## config.mk

```make
export PLATFORM = sky130hd
export DESIGN_NAME = gpio_port_ctrl
export DESIGN_NICKNAME = d
export VERILOG_FILES = /design/src/rtl/gpio_port_ctrl.sv
export SDC_FILE = /design/constraint.sdc
export NUM_CORES = 1
export LEC_CHECK = 0
export BUFFER_PORTS_ARGS = -buffer_cell sky130_fd_sc_hd__buf_2
export CAP_MARGIN = 20
export CORE_MARGIN = 2
export CORE_UTILIZATION = 40
export CTS_CLUSTER_DIAMETER = 80
export DETAILED_ROUTE_END_ITERATION = 7
export PLACE_DENSITY = 0.71
export SETUP_SLACK_MARGIN = 0.3
export SLEW_MARGIN = 5
export SYNTH_ARGS = -nofsm -noshare
export SYNTH_HDL_FRONTEND = slang
export SYNTH_SLANG_ARGS = --single-unit
```

## constraint.sdc

```tcl
create_clock -name clk -period 2.6 [get_ports clk]
set_input_delay 0.13 -clock clk [delete_from_list [all_inputs] [get_ports clk]]
set_output_delay 0.13 -clock clk [all_outputs]
set_load 0.05 [all_outputs]
```

## src/rtl/gpio_port_ctrl.sv

```systemverilog
module gpio_port_ctrl #(
  parameter int NPINS = 8,
  parameter int AW    = 3
) (
  input  logic             clk,
  input  logic             rst_n,
  input  logic             wr_en,
  input  logic [AW-1:0]    addr,
  input  logic [NPINS-1:0] wdata,
  output logic [NPINS-1:0] rdata,
  input  logic [NPINS-1:0] pin_in,
  input  logic [NPINS-1:0] glb_out,
  output logic [NPINS-1:0] glb_in,
  output logic [NPINS-1:0] drv_strong_hi,
  output logic [NPINS-1:0] drv_res_hi,
  output logic [NPINS-1:0] drv_strong_lo,
  output logic [NPINS-1:0] drv_res_lo,
  output logic [NPINS-1:0] drv_slow
);
  localparam logic [AW-1:0] A_DATA = AW'(0);
  localparam logic [AW-1:0] A_DM0  = AW'(1);
  localparam logic [AW-1:0] A_DM1  = AW'(2);
  localparam logic [AW-1:0] A_DM2  = AW'(3);
  localparam logic [AW-1:0] A_GSEL = AW'(4);

  logic [NPINS-1:0] data_q, dm0_q, dm1_q, dm2_q, gsel_q;
  logic [NPINS-1:0] sync1_q, sync2_q;
  logic [NPINS-1:0] analog, hiz_dig, pin_rd;

  always_ff @(posedge clk) begin
    if (!rst_n) begin
      data_q <= '0;
      dm0_q  <= '0;
      dm1_q  <= '1;
      dm2_q  <= '0;
      gsel_q <= '0;
    end else if (wr_en) begin
      case (addr)
        A_DATA: data_q <= wdata;
        A_DM0:  dm0_q  <= wdata;
        A_DM1:  dm1_q  <= wdata;
        A_DM2:  dm2_q  <= wdata;
        A_GSEL: gsel_q <= wdata;
        default: ;
      endcase
    end
  end

  always_ff @(posedge clk) begin
    if (!rst_n) begin
      sync1_q <= '0;
      sync2_q <= '0;
    end else begin
      sync1_q <= pin_in;
      sync2_q <= sync1_q;
    end
  end

  for (genvar i = 0; i < NPINS; i++) begin : g_pin
    logic [2:0] mode;
    logic       bit_out;
    logic [4:0] en;
    assign mode    = {dm2_q[i], dm1_q[i], dm0_q[i]};
    assign bit_out = gsel_q[i] ? glb_out[i] : data_q[i];

    always_comb begin
      case (mode)
        3'b000:  en = bit_out ? 5'b10000 : 5'b00010;
        3'b001:  en = bit_out ? 5'b10000 : 5'b00100;
        3'b011:  en = bit_out ? 5'b01000 : 5'b00100;
        3'b100:  en = bit_out ? 5'b10001 : 5'b00000;
        3'b101:  en = bit_out ? 5'b10001 : 5'b00101;
        3'b111:  en = bit_out ? 5'b00000 : 5'b00101;
        default: en = 5'b00000;
      endcase
    end

    assign drv_strong_hi[i] = en[4];
    assign drv_res_hi[i]    = en[3];
    assign drv_strong_lo[i] = en[2];
    assign drv_res_lo[i]    = en[1];
    assign drv_slow[i]      = en[0];
    assign analog[i]        = (mode == 3'b110);
    assign hiz_dig[i]       = (mode == 3'b010);
  end

  assign pin_rd = sync2_q & ~analog;
  assign glb_in = pin_rd & gsel_q & hiz_dig;

  always_comb begin
    case (addr)
      A_DATA:  rdata = pin_rd;
      A_DM0:   rdata = dm0_q;
      A_DM1:   rdata = dm1_q;
      A_DM2:   rdata = dm2_q;
      A_GSEL:  rdata = gsel_q;
      default: rdata = '0;
    endcase
  end

  p_no_contention_r9: assert property (@(posedge clk) disable iff (!rst_n)
    ((drv_strong_hi | drv_res_hi) & (drv_strong_lo | drv_res_lo)) == '0);

  p_slow_needs_strong_r8: assert property (@(posedge clk) disable iff (!rst_n)
    (drv_slow & ~(drv_strong_hi | drv_strong_lo)) == '0);

  p_analog_reads_zero_r6: assert property (@(posedge clk) disable iff (!rst_n)
    (addr == A_DATA) |-> ((rdata & analog) == '0));

  p_gsel_write_r2: assert property (@(posedge clk) disable iff (!rst_n)
    (wr_en && addr == A_GSEL) |=> (gsel_q == $past(wdata)));

  p_reset_state_r1: assert property (@(posedge clk) disable iff (!rst_n)
    $past(!rst_n) |-> (gsel_q == '0 && dm1_q == '1 && dm0_q == '0 && dm2_q == '0
                       && drv_strong_hi == '0 && drv_strong_lo == '0));

  p_sync_delay_r5: assert property (@(posedge clk) disable iff (!rst_n)
    $past(rst_n) |-> (sync1_q == $past(pin_in)));
endmodule

```

==> run_results.csv <==
group,metric,value,unit
run_status,status,"finished clean",
power_and_ir_drop,internal_power,1.15,mW
power_and_ir_drop,ir_worst_vdd,238,uV
cts,clk_latency,310,ps
layout,nets,411,
routing,postRouteAntennaNets,0,
cts,cts.clk_slew.worst_paths,100,ps
global_route,grt_antenna_before_repair,0,
sta,report.final.hold_viol_count,0,
sta,min_period_over_period,76.1,%
power_and_ir_drop,pwr-share-clk,29.8,%
routing,drc,0,
layout,final_common_cell,"buf_2",
cts,cts_resized,0,
sta,slew_viol_final,0,
floorplanning,core-area,6790,um2
floorplanning,die_x,87.7,um
worst_setup_path,arrival,1850,ps
synth,syn_nets,336,
global_route,grtUsageTotal,18.4,%
worst_setup_path,worst-path-max-fanout,12,
layout,antenna_cells,0,
cts,cts_tree,"yes",
worst_setup_path,worstPathRequired,2470,ps
synth,postSynthAreaPerCell,9.16,um2
hold_path,hp-class,"input port to flip-flop",
power_and_ir_drop,power_density,467,nW/um2
job,maxCapViolCount,0,
cts,cts_buffers,5,
synth,ys_seq_elements,56,
synth,netlist_area,2800,um2
place,placed_cells,470,
place,place_congestion,0.780,
power_and_ir_drop,p_switching,437,uW
routing,dr_total_vias,2522,
global_route,grt_start_max_net_pins,57,
global_route,grt_pass1_vias,2188,
routing,firstDrtPassIters,4,
power_and_ir_drop,p_leak,1.32,nW
layout,final_util,50.0,%
worst_setup_path,critical_path_class,"input port to output port",
floorplanning,core.rowCount,30,
layout,final_cells,478,
synth,ys_warn_count,0,
global_route,grt_overflow,0,
layout,mostFrequentLayoutCells,"buf_2, nand2_1, dfxtp_1, mux2i_1, and2_1",
synth,async_reset_ff_share,0,%
sta,fmax,506,MHz
power_and_ir_drop,swShare,27.5,%
synth,synth-main-ff-cell,"dfxtp_1",
cts,cts-root-buf,"clkbuf_8",
floorplanning,pin_count,86,
synth,synthCells,306,
floorplanning,start_util,41.3,%
routing,wl,7.10,mm
synth,ys_seq_area_share,40.0,%
routing,viasPerCell,5.28,
cts,clockBufferDepth,2,
synth,synth_edf_count,0,
place,portBuffers,85,
routing,drt_iter0_drc,99,
power_and_ir_drop,pwr-share-comb,13.1,%
sta,period_needed,1980,ps
worst_setup_path,end_kind,"output port",
floorplanning,die-area,7690,um2
cts,cts_hold_buf,0,
routing,wl_per_cell,14.8,um
power_and_ir_drop,pwr-share-seq,57.1,%
cts,htreeDepth,2,
sta,tightest_slew,855,ps
cts,cts_setup_buffers,0,
place,dp_hpwl,4.84,mm
place,placed_area,3310,um2
sta,setup_viol_count_final,0,
sta,skew,1.43,ps
sta,rsz0062_at_grt,"false",
synth,synth_cell_type_count,28,
sta,slew_headroom,42.9,%
layout,postLayoutCellArea,3400,um2
worst_setup_path,start_kind,"input port",
global_route,grt_pass1_wl,11.1,mm
layout,area_growth,21.3,%
sta,finalSetupTns,0,ps
cts,clock_sinks,56,
floorplanning,die_h,87.7,um
layout,drive_gt1_share,28.0,%
-- sequential cells by signal (all words and copies together), names as in the netlist --
| register | flops |
|---|---|
| sync1_q | 8 |
| dm1_q | 8 |
| data_q | 8 |
| sync2_q | 8 |
| dm2_q | 8 |
| gsel_q | 8 |
| dm0_q | 8 |
-- cells in the mapped netlist (3+ instances only) --
cell	number	area share, %
a21boi_0	8	2.1
nand3_1	4	0.71
o21a_1	8	2.1
a22oi_1	16	4.3
buf_4	5	1.3
o211ai_1	16	4.3
nor2_1	8	1.1
buf_6	3	1.2
nand2_1	56	7.5
dfxtp_1	56	40
nor3_1	8	1.4
nor2b_1	18	4.0
clkbuf_1	9	1.2
a21boi_1	8	2.1
mux2i_1	32	11
nor4bb_1	5	1.8
and2_1	24	5.4
nor4b_1	12	3.7
-- per-stage QoR --
step / total power, mW / hold WS, ps / setup slack, ps
final: 1.59 / 17.6 / 622
after global routing: 1.66 / 12.9 / 534
after CTS: 1.60 / 5.23 / 664
after detailed placement: 1.13 / 338 / 676
after global placement: 1.13 / 336 / 710
after floorplan: 1.07 / 257 / 435
-- final timing paths --
check                        startpoint  depth (start not counted)  slack [ps]                     to
setup / recovery                addr[0]                          5         620               rdata[4]
hold / removal                pin_in[6]                          2          20  sync1_q[6]$_SDFF_PN0_
setup reg to reg  dm2_q[2]$_SDFFE_PN0P_                          2        1790  dm2_q[2]$_SDFFE_PN0P_
hold reg to reg   sync1_q[5]$_SDFF_PN0_                          1         440  sync2_q[5]$_SDFF_PN0_
-- worst max-delay path, cell delays in order --
cell and delay (ps):
buf_2 240, nor2b_1 710, a22oi_1 210, o211ai_1 250, buf_2 300
-- area by class of cell --
| type | count | area, um2 |
|---|---|---|
| clock buffers | 6 | 72.6 |
| clock inverters | 2 | 16.3 |
| fillers | 649 | 3390 |
| multi-input cells | 232 | 1640 |
| flip-flops and latches | 56 | 1120 |
| well taps | 96 | 120 |
| repair buffers | 86 | 433 |
-- logic make-up (layout without fill, tap and decap cells) --
group | count (synthesis) | count (layout) | share of synthesized area (%)
buffers and inverters | 18 | 94 | 3.93
multiplexers | 32 | 32 | 11.4
AO/OA/AOI/OAI | 56 | 56 | 15.0
AND/OR/NAND/NOR | 144 | 144 | 29.6
flip-flops | 56 | 56 | 40.0
-- power by group through the flow --
stage,Sequential [mW],Combinational [mW],Clock [mW]
final,0.906,0.208,0.472
after global routing,0.910,0.224,0.524
after CTS,0.906,0.209,0.486
after detailed placement,0.926,0.208,0
after global placement,0.925,0.204,0
after floorplan,0.919,0.149,0
-- per-layer routing --
layer	routed length, um	global-route usage (%)
met2	3360	29.6
met5	0	0
met1	3330	25.0
met4	20	4.06
met3	394	4.52
(Power assumes the default switching activity.)
